--- src/rtl/spi_stat_pkg.sv ---
package spi_stat_pkg;
  localparam logic [7:0] OP_WREN = 8'h06;
  localparam logic [7:0] OP_WRSR = 8'h01;
  localparam logic [7:0] OP_RDSR = 8'h05;

  localparam int unsigned OP_BITS    = 8;
  localparam int unsigned FRAME_BITS = 16;

  typedef struct packed {
    logic       srwd;
    logic [2:0] bp;
    logic       wel;
    logic       wip;
  } stat_t;

  function automatic logic [7:0] stat_byte(input stat_t s);
    return {s.srwd, 2'b00, s.bp, s.wel, s.wip};
  endfunction
endpackage

--- src/rtl/spi_in_sync.sv ---
module spi_in_sync #(
  parameter int unsigned STAGES = 2
) (
  input  logic clk_i,
  input  logic rst_ni,
  input  logic cs_ni,
  input  logic sck_i,
  input  logic sdi_i,
  input  logic wp_ni,
  input  logic dev_rst_ni,
  output logic cs_n_o,
  output logic cs_rise_o,
  output logic cs_fall_o,
  output logic sck_rise_o,
  output logic sck_fall_o,
  output logic sdi_o,
  output logic wp_n_o,
  output logic dev_rst_n_o
);
  localparam int unsigned NSIG = 5;
  // bit order: dev_rst, wp, sdi, sck, cs
  localparam logic [NSIG-1:0] RST_VAL = 5'b11001;

  logic [NSIG-1:0] raw;
  logic [STAGES-1:0][NSIG-1:0] pipe_q;
  logic cs_prev_q, sck_prev_q;
  logic [NSIG-1:0] synced;

  assign raw    = {dev_rst_ni, wp_ni, sdi_i, sck_i, cs_ni};
  assign synced = pipe_q[STAGES-1];

  always_ff @(posedge clk_i or negedge rst_ni) begin
    if (!rst_ni) begin
      for (int i = 0; i < int'(STAGES); i++) pipe_q[i] <= RST_VAL;
      cs_prev_q  <= 1'b1;
      sck_prev_q <= 1'b0;
    end else begin
      pipe_q[0] <= raw;
      for (int i = 1; i < int'(STAGES); i++) pipe_q[i] <= pipe_q[i-1];
      cs_prev_q  <= synced[0];
      sck_prev_q <= synced[1];
    end
  end

  assign cs_n_o      = synced[0];
  assign sdi_o       = synced[2];
  assign wp_n_o      = synced[3];
  assign dev_rst_n_o = synced[4];
  assign cs_rise_o   = synced[0] & ~cs_prev_q;
  assign cs_fall_o   = ~synced[0] & cs_prev_q;
  assign sck_rise_o  = synced[1] & ~sck_prev_q;
  assign sck_fall_o  = ~synced[1] & sck_prev_q;
endmodule

--- src/rtl/spi_cmd_frame.sv ---
module spi_cmd_frame #(
  parameter int unsigned CNT_W = 5
) (
  input  logic             clk_i,
  input  logic             rst_ni,
  input  logic             cs_n_i,
  input  logic             cs_fall_i,
  input  logic             sck_rise_i,
  input  logic             sdi_i,
  input  logic             abort_i,
  output logic [7:0]       opcode_o,
  output logic [7:0]       data_o,
  output logic [CNT_W-1:0] bit_cnt_o,
  output logic             dead_o
);
  localparam logic [CNT_W-1:0] CNT_MAX = {CNT_W{1'b1}};

  logic [7:0]       sh_q, op_q;
  logic [CNT_W-1:0] cnt_q;
  logic             dead_q;

  always_ff @(posedge clk_i or negedge rst_ni) begin
    if (!rst_ni) begin
      sh_q   <= '0;
      op_q   <= '0;
      cnt_q  <= '0;
      dead_q <= 1'b0;
    end else if (cs_fall_i) begin
      sh_q   <= '0;
      op_q   <= '0;
      cnt_q  <= '0;
      dead_q <= abort_i;
    end else begin
      if (abort_i) dead_q <= 1'b1;
      if (sck_rise_i && !cs_n_i && !dead_q) begin
        sh_q <= {sh_q[6:0], sdi_i};
        if (cnt_q == CNT_W'(7)) op_q <= {sh_q[6:0], sdi_i};
        if (cnt_q != CNT_MAX) cnt_q <= cnt_q + 1'b1;
      end
    end
  end

  assign opcode_o  = op_q;
  assign data_o    = sh_q;
  assign bit_cnt_o = cnt_q;
  assign dead_o    = dead_q;

  AST_CNT_NO_WRAP: assert property (@(posedge clk_i) disable iff (!rst_ni)
    ($past(cnt_q) == CNT_MAX && !$past(cs_fall_i)) |-> cnt_q == CNT_MAX);
endmodule

--- src/rtl/spi_stat_core.sv ---
module spi_stat_core
  import spi_stat_pkg::*;
#(
  parameter int unsigned WR_CYCLES = 1000
) (
  input  logic       clk_i,
  input  logic       rst_ni,
  input  logic       wren_go_i,
  input  logic       wrsr_go_i,
  input  logic [7:0] wr_data_i,
  input  logic       dev_rst_n_i,
  input  logic       wp_n_i,
  output stat_t      stat_o,
  output logic       in_reset_o
);
  localparam int unsigned TW = $clog2(WR_CYCLES + 1);

  logic          srwd_q, wel_q, wip_q, rst_pend_q;
  logic [2:0]    bp_q;
  logic [TW-1:0] tmr_q;
  logic          done;

  assign done       = wip_q && (tmr_q == TW'(1));
  // a reset seen during the cycle waits for the cycle to finish
  assign in_reset_o = (rst_pend_q || !dev_rst_n_i) && !wip_q;

  always_ff @(posedge clk_i or negedge rst_ni) begin
    if (!rst_ni) begin
      srwd_q     <= 1'b0;
      bp_q       <= '0;
      wel_q      <= 1'b0;
      wip_q      <= 1'b0;
      tmr_q      <= '0;
      rst_pend_q <= 1'b0;
    end else begin
      if (!dev_rst_n_i)  rst_pend_q <= 1'b1;
      else if (!wip_q)   rst_pend_q <= 1'b0;

      if (in_reset_o || done) wel_q <= 1'b0;
      else if (wren_go_i)     wel_q <= 1'b1;

      if (wrsr_go_i) begin
        srwd_q <= wr_data_i[7];
        bp_q   <= wr_data_i[4:2];
        wip_q  <= 1'b1;
        tmr_q  <= TW'(WR_CYCLES);
      end else if (wip_q) begin
        tmr_q <= tmr_q - 1'b1;
        if (done) wip_q <= 1'b0;
      end
    end
  end

  assign stat_o = '{srwd: srwd_q, bp: bp_q, wel: wel_q, wip: wip_q};

  AST_WRSR_NEEDS_WEL: assert property (@(posedge clk_i) disable iff (!rst_ni)
    $rose(wip_q) |-> $past(wel_q));
  AST_WRSR_PROTECT: assert property (@(posedge clk_i) disable iff (!rst_ni)
    $rose(wip_q) |-> !($past(srwd_q) && !$past(wp_n_i)));
  AST_WEL_CLR_DONE: assert property (@(posedge clk_i) disable iff (!rst_ni)
    $fell(wip_q) |-> !wel_q);
  AST_BUSY_NO_WEL_SET: assert property (@(posedge clk_i) disable iff (!rst_ni)
    $rose(wel_q) |-> !$past(wip_q));
  AST_CYCLE_NOT_CUT: assert property (@(posedge clk_i) disable iff (!rst_ni)
    (wip_q && !dev_rst_n_i && tmr_q != TW'(1)) |=> wip_q);
endmodule

--- src/rtl/spi_sdo_shift.sv ---
module spi_sdo_shift (
  input  logic       clk_i,
  input  logic       rst_ni,
  input  logic       cs_n_i,
  input  logic       sck_fall_i,
  input  logic       arm_i,
  input  logic       abort_i,
  input  logic [7:0] stat_i,
  output logic       sdo_o,
  output logic       sdo_oe_o
);
  logic [7:0] sh_q;
  logic [2:0] idx_q;
  logic       act_q;

  always_ff @(posedge clk_i or negedge rst_ni) begin
    if (!rst_ni) begin
      sh_q  <= '0;
      idx_q <= '0;
      act_q <= 1'b0;
    end else if (cs_n_i || abort_i) begin
      act_q <= 1'b0;
      idx_q <= '0;
    end else if (sck_fall_i) begin
      if (!act_q) begin
        if (arm_i) begin
          act_q <= 1'b1;
          sh_q  <= stat_i;
          idx_q <= 3'd7;
        end
      end else if (idx_q == 3'd0) begin
        // byte done: reload the live status value
        sh_q  <= stat_i;
        idx_q <= 3'd7;
      end else begin
        sh_q  <= {sh_q[6:0], 1'b0};
        idx_q <= idx_q - 1'b1;
      end
    end
  end

  assign sdo_o    = act_q & sh_q[7];
  assign sdo_oe_o = act_q;

  AST_OE_IN_FRAME: assert property (@(posedge clk_i) disable iff (!rst_ni)
    sdo_oe_o |-> !$past(cs_n_i));
endmodule

--- src/rtl/spi_status_ctrl.sv ---
module spi_status_ctrl
  import spi_stat_pkg::*;
#(
  parameter int unsigned WR_CYCLES   = 1000,
  parameter int unsigned SYNC_STAGES = 2,
  parameter int unsigned CNT_W       = 5
) (
  input  logic clk_i,
  input  logic rst_ni,
  input  logic dev_rst_ni,
  input  logic cs_ni,
  input  logic sck_i,
  input  logic sdi_i,
  input  logic wp_ni,
  output logic sdo_o,
  output logic sdo_oe_o
);
  logic cs_n, cs_rise, cs_fall, sck_rise, sck_fall, sdi, wp_n, dev_rst_n;
  logic [7:0]       opcode, data;
  logic [CNT_W-1:0] bit_cnt;
  logic             dead, in_reset;
  logic             wren_go, wrsr_go, rd_arm, locked;
  stat_t            stat;

  spi_in_sync #(.STAGES(SYNC_STAGES)) u_sync (
    .clk_i, .rst_ni, .cs_ni, .sck_i, .sdi_i, .wp_ni, .dev_rst_ni,
    .cs_n_o(cs_n), .cs_rise_o(cs_rise), .cs_fall_o(cs_fall),
    .sck_rise_o(sck_rise), .sck_fall_o(sck_fall), .sdi_o(sdi),
    .wp_n_o(wp_n), .dev_rst_n_o(dev_rst_n)
  );

  spi_cmd_frame #(.CNT_W(CNT_W)) u_frame (
    .clk_i, .rst_ni, .cs_n_i(cs_n), .cs_fall_i(cs_fall),
    .sck_rise_i(sck_rise), .sdi_i(sdi), .abort_i(in_reset),
    .opcode_o(opcode), .data_o(data), .bit_cnt_o(bit_cnt), .dead_o(dead)
  );

  assign locked  = stat.srwd && !wp_n;
  assign wren_go = cs_rise && !dead && !in_reset && !stat.wip &&
                   opcode == OP_WREN && bit_cnt == CNT_W'(OP_BITS);
  assign wrsr_go = cs_rise && !dead && !in_reset && !stat.wip && stat.wel &&
                   !locked && opcode == OP_WRSR && bit_cnt == CNT_W'(FRAME_BITS);
  assign rd_arm  = !dead && opcode == OP_RDSR && bit_cnt == CNT_W'(OP_BITS);

  spi_stat_core #(.WR_CYCLES(WR_CYCLES)) u_core (
    .clk_i, .rst_ni, .wren_go_i(wren_go), .wrsr_go_i(wrsr_go),
    .wr_data_i(data), .dev_rst_n_i(dev_rst_n), .wp_n_i(wp_n),
    .stat_o(stat), .in_reset_o(in_reset)
  );

  spi_sdo_shift u_sdo (
    .clk_i, .rst_ni, .cs_n_i(cs_n), .sck_fall_i(sck_fall), .arm_i(rd_arm),
    .abort_i(in_reset), .stat_i(stat_byte(stat)),
    .sdo_o, .sdo_oe_o
  );
endmodule

--- config.mk ---
export PLATFORM = sky130hd
export DESIGN_NAME = spi_status_ctrl
export DESIGN_NICKNAME = d
export VERILOG_FILES = /design/src/rtl/spi_stat_pkg.sv /design/src/rtl/spi_in_sync.sv /design/src/rtl/spi_cmd_frame.sv /design/src/rtl/spi_stat_core.sv /design/src/rtl/spi_sdo_shift.sv /design/src/rtl/spi_status_ctrl.sv
export SDC_FILE = /design/constraint.sdc
export NUM_CORES = 1
export LEC_CHECK = 0
export BUFFER_PORTS_ARGS = -buffer_cell sky130_fd_sc_hd__buf_2
export CAP_MARGIN = 40
export CORE_ASPECT_RATIO = 1.4
export CORE_MARGIN = 2
export CORE_UTILIZATION = 50
export DETAILED_ROUTE_END_ITERATION = 8
export PLACE_DENSITY = 0.66
export SYNTH_ARGS = -nofsm -noshare
export SYNTH_HDL_FRONTEND = slang
export SYNTH_SLANG_ARGS = --single-unit
--- constraint.sdc ---
create_clock -name clk_i -period 2.6 [get_ports clk_i]
set_input_delay 0.13 -clock clk_i [delete_from_list [all_inputs] [get_ports clk_i]]
set_output_delay 0.13 -clock clk_i [all_outputs]
set_load 0.03 [all_outputs]
Word level (Yosys, flattened, before mapping). Cells that the tools add are included. W data, S select, Z words.

Logic and storage cells: 110. Bits in registers: 63.

Add/subtract/negate cells: 3. Equal/unequal tests: 9. Muxes and demuxes: 31. Reduce and logical (&&, ||, !) cells: 40. Bitwise logic cells: 10.

Operator list (count): $mux W8 (8); $mux W10 (2); $eq A8 B3 Y1 const B (2); $logic_and A1 B1 Y1 (16); $reduce_bool A2 Y1 (8); $mux W3 (5); $mux W5 (3); $mux W1 (13); $eq A10 B1 Y1 const B (1); $sub A10 B1 Y10 const B (1); $eq A8 B1 Y1 const B (1); $logic_not A1 Y1 (7); $reduce_and A2 Y1 (3); $add A5 B1 Y5 const B (1); $and A1 B1 Y1 (5); $eq A5 B3 Y1 const B (1); $eq A5 B4 Y1 const B (1); $eq A5 B5 Y1 const B (1); $ne A5 B5 Y1 const B (1); $not A1 Y1 (5); $logic_not A3 Y1 (1); $logic_or A1 B1 Y1 (3); $reduce_and A3 Y1 (1); $reduce_bool A3 Y1 (1); 2 further kinds (2).

Logic depth before layout (Yosys ltp). Gate-level depths: netlist of run 1.

Depth in word-level cells: 11. Mapped depth: 7. Depth with buffers taken out: 6.

Cells and area by module. A second synthesis of run 1 with hierarchy kept.

Cells, all modules: 265. Area total of the unflattened synthesis: 2961.6 µm².

Modules (own cells, without submodules): spi_cmd_frame (times used 1, sequential area each 550.5 µm², area each 1033.5 µm², cells each 90); spi_stat_core (times used 1, sequential area each 425.4 µm², area each 818.3 µm², cells each 73); spi_sdo_shift (times used 1, sequential area each 300.3 µm², area each 661.9 µm², cells each 69); spi_in_sync (times used 1, sequential area each 309.0 µm², area each 344.1 µm², cells each 16); spi_status_ctrl (times used 1, sequential area each 0.0 µm², area each 103.8 µm², cells each 17).

Worst setup path after synthesis of run 1. OpenSTA, ideal clock, no wires.

Path type: flip-flop to flip-flop. From: reg u_frame.cnt_q[0] (netlist: u_frame.bit_cnt_o[0]). To: reg u_core.bp_q[0]. Slack: 0.532 ns. Arrival: 1.942 ns. Period minus slack after synthesis: 2.068 ns. Buffers on the path: 1. Data required time: 2.475 ns. Cell stages (with the launch flop): 8. Cells stage by stage: dfrtp_1 > inv_1 > ha_1 > or3b_4 > a2111oi_1 > and2_1 > buf_6 > mux2_4.

Longest elaborated chain between the ends: 2.

Ends and longest elaborated chain: start: declaration (line spi_cmd_frame.sv:19) `logic [CNT_W-1:0] cnt_q;`; start signal: assignment (line spi_cmd_frame.sv:38) `if (cnt_q != CNT_MAX) cnt_q <= cnt_q + 1'b1;`; $eq A5 B5 Y1 (line spi_status_ctrl.sv:42) `!locked && opcode == OP_WRSR && bit_cnt == CNT_W'(FRAME_BITS);`; $logic_and A1 B1 Y1 (line spi_status_ctrl.sv:42); end signal: assignment (line spi_stat_core.sv:44) `bp_q <= wr_data_i[4:2];`; end: declaration (line spi_stat_core.sv:19) `logic [2:0] bp_q;`.

No other way between the ends. A chain may end at the register's enable or synchronous reset.

Worst setup path after layout of run 1. Same ends and word-level chain as after synthesis.

==> flow_metrics.py, run 1 <==
metrics = {
    "finish": {
        "num-nets-final": 281,
        "mostFrequentLayoutCells": "dfrtp_1, nand2_1, nor2_1",
        "layout_commonest_cell": "dfrtp_1",
        "drive_gt1_share_pct": 23.16,
        "syn2layout_area_growth_pct": 13.67,
        "antenna_cells": 0,
    },
    "yosys": {
        "synth-adder-area-share_pct": 3.096,
        "synth_edf_count": 0,
        "ys_seq_area_share_pct": 56.04,
        "synth-compound-area-share_pct": 8.138,
        "synth-async-reset-ratio_pct": 100.0,
        "synth_ff_type": "dfrtp_1",
        "netlist_instances": 243,
        "yosys-mux-area-fraction_pct": 9.598,
        "synth-seq-cells": 63,
        "synth_xor_xnor_area_share_pct": 3.406,
        "synth_nets": 257,
        "syn_area_sq_um": 2829,
        "yosys.area_share.simple_pct": 16.54,
        "yosysUniqueCellTypes": 48,
        "synth_top_family_by_area": "simple AND/OR/NAND/NOR gates",
        "postSynthAreaPerCell_sq_um": 11.64,
        "ys_warn_count": 0,
    },
    "timing": {
        "min_period_ns": 2.299,
        "setup_tns_ns": 0,
        "tightest_slew_ns": 0.6602,
        "fin_worst_skew_ns": 0.01044,
        "finalMaxSlewViolations": 0,
        "relSlewSlack_pct": 55.38,
        "max_freq_mhz": 434.9,
        "final-hold-violation-count": 0,
        "period_share_pct": 88.43,
        "rsz0062_at_grt": "false",
        "setup_viol": 0,
        "setup_slack_ns": 0.3007,
    },
    "power": {
        "finalPower_w": 0.001828,
        "power_leakage_nw": 1.562,
        "ir_worst_vdd_mv": 0.4522,
        "power.density_nw_per_um2": 568.4,
    },
    "route": {
        "via_per_inst": 5.262,
        "via_count": 1789,
        "finalWirelength_um": 5198,
        "drtIter0Drc": 63,
        "wl_per_cell_um": 15.29,
        "drc_errors": 0,
        "first_pass_iters": 4,
        "ant_nets": 0,
    },
    "global_route": {
        "grt_pass1_vias": 1861,
        "track_usage_pct": 20.15,
        "grt_max_degree": 30,
        "grt.overflow.total": 0,
        "antenna_found_initial": 0,
        "grt_pass1_wl_um": 9094,
    },
    "setup_path": {
        "max_stage_delay_ns": 0.42,
        "path_cells": "inv_1 -> ha_1 -> or3b_4 -> a2111oi_1 -> and2_1 -> mux2_4",
        "cp.required_ns": 2.83,
        "worstSetupEndpointType": "register",
        "worstPathArrival_ns": 2.53,
        "slowest_stage": "dfrtp_1",
        "path_class": "reg -> reg",
        "crit_path_start_kind": "register",
        "crit_buf_inv": 1,
        "path_delay_family": "simple AND/OR/NAND/NOR gates",
        "path_max_fanout": 8,
    },
    "clock_network": {
        "cts_tree": "built",
        "path_clk_slew_ns": 0.08,
        "clock_latency_ns": 0.34,
        "post_cts_buffers": 0,
        "cts_made_buffers": 9,
        "max-clock-path-buffers": 2,
        "h-tree-depth": 3,
        "cts_root_buffer": "clkbuf_8",
        "postCtsHoldBufs": 6,
        "ctsResizeCount": 0,
        "cts_sinks": 63,
    },
    "floorplanning": {
        "ios": 9,
        "coreArea_sq_um": 5485,
        "start_util_pct": 51.57,
        "die_area_sq_um": 6284,
        "fp-row-count": 32,
        "die_h_um": 93,
        "die_w_um": 67.57,
    },
    "placed_design": {
        "gp_congestion": 0.7303,
        "dpl.hpwl_um": 3659,
        "dp_worst_setup_slack_ns": 0.3212,
        "io_buffers": 8,
    },
    "job": {
        "cap_violations": 0,
    },
    "outcome": {
        "status": "completed",
    },
    "min_path": {
        "hold_class": "in -> async",
    },
}
-- logic make-up (layout without fill, tap and decap cells) --
kind of cell,count (synthesis),in the layout
buffers and inverters,20,49
adders and majority gates,7,7
muxes,22,22
DFF,63,63
and+or+nand+nor,87,87
AOI/OAI and AO/OA,33,33
xor gates and xnor gates,11,11
-- cell usage after synthesis (2+ instances only) --
library cell	count	area, sq um
dfrtp_1	56	1401
nand2_1	30	112.6
nor2_1	22	82.58
a21oi_1	14	70.07
inv_1	12	45.04
mux2_4	9	135.1
mux2i_1	8	80.08
xnor2_1	8	70.07
dfstp_2	7	183.9
ha_1	7	87.58
clkbuf_1	6	22.52
mux2_2	5	56.30
nor3_1	4	20.02
o21ai_0	4	20.02
or4b_2	4	40.04
and3_1	3	18.77
nor2b_1	3	18.77
xor2_1	3	26.28
a22o_1	2	17.52
and2_1	2	12.51
buf_6	2	22.52
nand3_1	2	10.01
nor4_1	2	12.51
nor4b_1	2	17.52
o22ai_1	2	12.51
o31ai_1	2	15.01
-- per-layer routing --
layer / part of all wire (%) / vias up / track usage [%]
li1: - / 893 / -
met1: 45 / 873 / 25.57
met2: 51 / 16 / 31.45
met3: 2.2 / 7 / 6.137
met4: 1.8 / 0 / 8.673
met5: 0 / - / 0
-- metrics by stage --
| step | cells | utilization [%] | hold slack [ns] | area [sq um] |
|---|---|---|---|---|
| 2_1_floorplan | 243 | - | -0.1656 | 2829 |
| 3_3_place_gp | 317 | 53.85 | 0.2344 | 2954 |
| 3_5_place_dp | 318 | 54.22 | 0.04437 | 2974 |
| 4_1_cts | 340 | 58.62 | 0.2065 | 3216 |
| 5_1_grt | 340 | 58.62 | 0.2354 | 3216 |
| 6_report | 340 | 58.62 | 0.2111 | 3216 |
-- flip-flops by register name, indices dropped and copies added (netlist names), 3 cells and up --
| register | cells |
|---|---|
| u_core.tmr_q | 10 |
| u_core.bp_q | 3 |
| u_frame.bit_cnt_o | 5 |
| u_frame.opcode_o | 8 |
| u_frame.data_o | 8 |
| u_sdo.sh_q | 8 |
| u_sdo.idx_q | 3 |
| u_sync.synced | 5 |
| u_sync.pipe_q | 5 |
-- worst paths after layout --
path                                                  start                              end  slack, ns  depth (start not counted)
hold reg to reg                  u_sync.pipe_q[1]$_DFF_PN0_       u_sync.synced[1]$_DFF_PN0_       0.35                          0
setup reg to reg           u_frame.bit_cnt_o[0]$_DFFE_PN0P_       u_core.bp_q[0]$_DFFE_PN0P_       0.30                          6
hold / removal                                       rst_ni      u_core.tmr_q[8]$_DFFE_PN0P_       0.21                          2
setup / recovery           u_frame.bit_cnt_o[0]$_DFFE_PN0P_       u_core.bp_q[0]$_DFFE_PN0P_       0.30                          6
min in group clk_i               u_sync.pipe_q[1]$_DFF_PN0_       u_sync.synced[1]$_DFF_PN0_       0.35                          0
max in group asynchronous                            rst_ni  u_frame.opcode_o[4]$_DFFE_PN0P_       1.71                          4
-- where the power goes --
part           internal (W)  leakage, nW  switching, W
logic             0.0000230        0.642     0.0000356
registers          0.000995        0.838    0.00000758
clock network      0.000354       0.0824      0.000412
total               0.00137         1.56      0.000455
-- layout make-up --
class | count | area [sq um]
Inverter | 12 | 45.04
Tap cell | 68 | 85.08
Timing Repair Buffer | 21 | 165.2
Clock inverter | 7 | 57.56
Multi-Input combinational cell | 160 | 1154
Fill cell | 443 | 2270
Clock buffer | 9 | 123.9
Sequential cell | 63 | 1585
Power figures use the tool's default switching activity.
==> run 2, diff against run 1 <==
--- a/config.mk
+++ b/config.mk
@@ -6,10 +6,11 @@
 export NUM_CORES = 1
 export LEC_CHECK = 0
 export BUFFER_PORTS_ARGS = -buffer_cell sky130_fd_sc_hd__buf_2
-export CAP_MARGIN = 40
+export CAP_MARGIN = 0
 export CORE_ASPECT_RATIO = 1.4
 export CORE_MARGIN = 2
 export CORE_UTILIZATION = 50
+export CTS_BUF_LIST = sky130_fd_sc_hd__clkbuf_4 sky130_fd_sc_hd__clkbuf_8 sky130_fd_sc_hd__clkbuf_16
 export DETAILED_ROUTE_END_ITERATION = 8
 export PLACE_DENSITY = 0.66
 export SYNTH_ARGS = -nofsm -noshare
==> run 2 against run 1 <==
  * Via count is 0.45% lower
  * Final cell count is 0.29% lower
  * Sequential power hardly changed
  * First-iteration DRC count is 1.6% higher
  * Worst hold slack better by 0.14 ns
  * Maximum frequency is 1.9% lower
  * Clock skew is 0.0024 ns higher
  * Die area stayed put
  * Routed wire length is 0.42% lower
  * Non-clock buffer count is 1 lower
==> flow_metrics.py, run 2 (synthesized netlist as in run 1, its figures left out) <==
metrics = {
    "global_route": {
        "grt_max_degree": 43,
        "grt_pass1_wl_um": 9170,
        "antenna_found_initial": 0,
        "track_usage_pct": 20.22,
        "grt_pass1_vias": 1874,
        "grt.overflow.total": 0,
    },
    "finish": {
        "drive_gt1_share_pct": 22.88,
        "layout.cells.non_filler": 339,
        "syn2layout_area_growth_pct": 12.65,
        "mostFrequentLayoutCells": "dfrtp_1, nand2_1, nor2_1",
        "seqCellArea_sq_um": 1585,
        "largest_register_ffs": 10,
        "num-nets-final": 280,
        "fin_area_sq_um": 3187,
        "multi_input_area_sq_um": 1154,
        "fillers": 454,
        "layout_commonest_cell": "dfrtp_1",
        "antenna_cells": 0,
        "regMostFlops": "u_core.tmr_q",
    },
    "timing": {
        "finalHoldWorstSlack_ns": 0.3517,
        "setup_viol": 0,
        "relSlewSlack_pct": 40.69,
        "finalMaxSlewViolations": 0,
        "setup_tns_ns": 0,
        "rsz0062_at_grt": "false",
        "final-hold-violation-count": 0,
        "max_freq_mhz": 426.8,
        "fin_worst_skew_ns": 0.01284,
        "tightest_slew_ns": 0.8896,
        "period_share_pct": 90.11,
        "setup_slack_ns": 0.2572,
        "min_period_ns": 2.343,
    },
    "power": {
        "power_switching_w": 0.0004335,
        "ir_worst_vdd_mv": 0.4371,
        "power.density_nw_per_um2": 563.3,
        "pwr-share-clk_pct": 41.1,
        "combinationalPowerShare_pct": 3.0,
        "p_int_w": 0.001362,
        "power_leakage_nw": 1.559,
        "pwr-share-seq_pct": 55.9,
        "p_sw_share_pct": 24.15,
    },
    "floorplanning": {
        "die_w_um": 67.57,
        "coreArea_sq_um": 5485,
        "ios": 9,
        "die_area_sq_um": 6284,
        "start_util_pct": 51.57,
        "die_h_um": 93,
        "fp-row-count": 32,
    },
    "route": {
        "via_per_inst": 5.254,
        "wl_per_cell_um": 15.27,
        "ant_nets": 0,
        "drtIter0Drc": 64,
        "finalWirelength_um": 5176,
        "first_pass_iters": 4,
        "via_count": 1781,
        "drc_errors": 0,
    },
    "clock_network": {
        "clock_latency_ns": 0.35,
        "cts_root_buffer": "clkbuf_8",
        "path_clk_slew_ns": 0.07,
        "max-clock-path-buffers": 2,
        "cts_made_buffers": 9,
        "cts_sinks": 63,
        "h-tree-depth": 3,
        "cts_tree": "built",
        "ctsResizeCount": 0,
    },
    "min_path": {
        "hold_class": "reg -> reg",
        "min_path_cells": 0,
    },
    "setup_path": {
        "rrSetupSlack_ns": 0.26,
        "crit_path_start_kind": "register",
        "worstSetupEndpointType": "register",
        "path_class": "reg -> reg",
        "worstPathArrival_ns": 2.57,
        "path_max_fanout": 8,
        "cp.required_ns": 2.82,
        "worstRegToRegCells": 6,
    },
    "placed_design": {
        "io_buffers": 8,
        "placed_cell_area_sq_um": 2954,
        "dp_cells": 317,
        "dpl.hpwl_um": 3658,
        "gp_congestion": 0.7303,
        "dp_worst_setup_slack_ns": 0.2872,
    },
    "outcome": {
        "status": "completed",
    },
    "job": {
        "cap_violations": 0,
    },
}
run 2: changes by cell type in the layout (fill, tap and decap cells not counted), sizes merged:
cell	change
inv	-1
clkinv	+3
buf	-1
clkinvlp	-2
run 2: layer usage:
| layer | track usage, % | vias up | wire, um |
|---|---|---|---|
| met2 | 31.29 | 19 | 2654 |
| li1 | - | 887 | - |
| met4 | 12.24 | 0 | 148 |
| met1 | 25.96 | 862 | 2271 |
| met5 | 0 | - | 0 |
| met3 | 3.610 | 13 | 102 |
run 2: area by class of cell:
cell class                      count  share of cell area [%]
Multi-Input combinational cell    160                   36.20
Clock inverter                      7                   1.531
Inverter                           12                   1.413
Tap cell                           68                   2.670
Timing Repair Buffer               20                   4.554
Sequential cell                    63                   49.74
Clock buffer                        9                   3.887
run 2: worst paths after layout:
path,startpoint,end
min reg2reg,u_sync.pipe_q[1]$_DFF_PN0_,u_sync.synced[1]$_DFF_PN0_
min in group asynchronous,rst_ni,u_core.tmr_q[8]$_DFFE_PN0P_
max,u_frame.bit_cnt_o[0]$_DFFE_PN0P_,u_core.bp_q[0]$_DFFE_PN0P_
max in group asynchronous,rst_ni,u_sdo.sh_q[5]$_DFFE_PN0P_
min,u_sync.pipe_q[1]$_DFF_PN0_,u_sync.synced[1]$_DFF_PN0_
max reg2reg,u_frame.bit_cnt_o[0]$_DFFE_PN0P_,u_core.bp_q[0]$_DFFE_PN0P_
run 2: power by group through the flow:
| stage | Sequential (W) | Clock [W] | Combinational [W] |
|---|---|---|---|
| 3_5_place_dp | 0.00102 | 0 | 0.0000498 |
| 3_3_place_gp | 0.00102 | 0 | 0.0000493 |
| 4_1_cts | 0.00100 | 0.000756 | 0.0000570 |
| 6_report | 0.00100 | 0.000738 | 0.0000545 |
| 2_1_floorplan | 0.00102 | 0 | 0.0000175 |
| 5_1_grt | 0.00100 | 0.000804 | 0.0000635 |
run 2: per-stage QoR:
stage,power [W],utilization (%)
6_report,0.001795,58.10
5_1_grt,0.001872,58.10
4_1_cts,0.001816,58.10
3_5_place_dp,0.001072,53.85
3_3_place_gp,0.001070,53.85
2_1_floorplan,0.001037,-
run 2: critical path: stages, from the launching register on:
cell and delay, ns:
dfrtp_1 0.43, inv_1 0.07, ha_1 0.14, or3b_4 0.41, a2111oi_1 0.41, and2_1 0.43, mux2_4 0.33
run 2: what timing repair did:
action / in CTS / in global routing
hold endpoints to repair: 38 / 0
hold buffers: 6 / 0
buffers inserted: 0 / 0
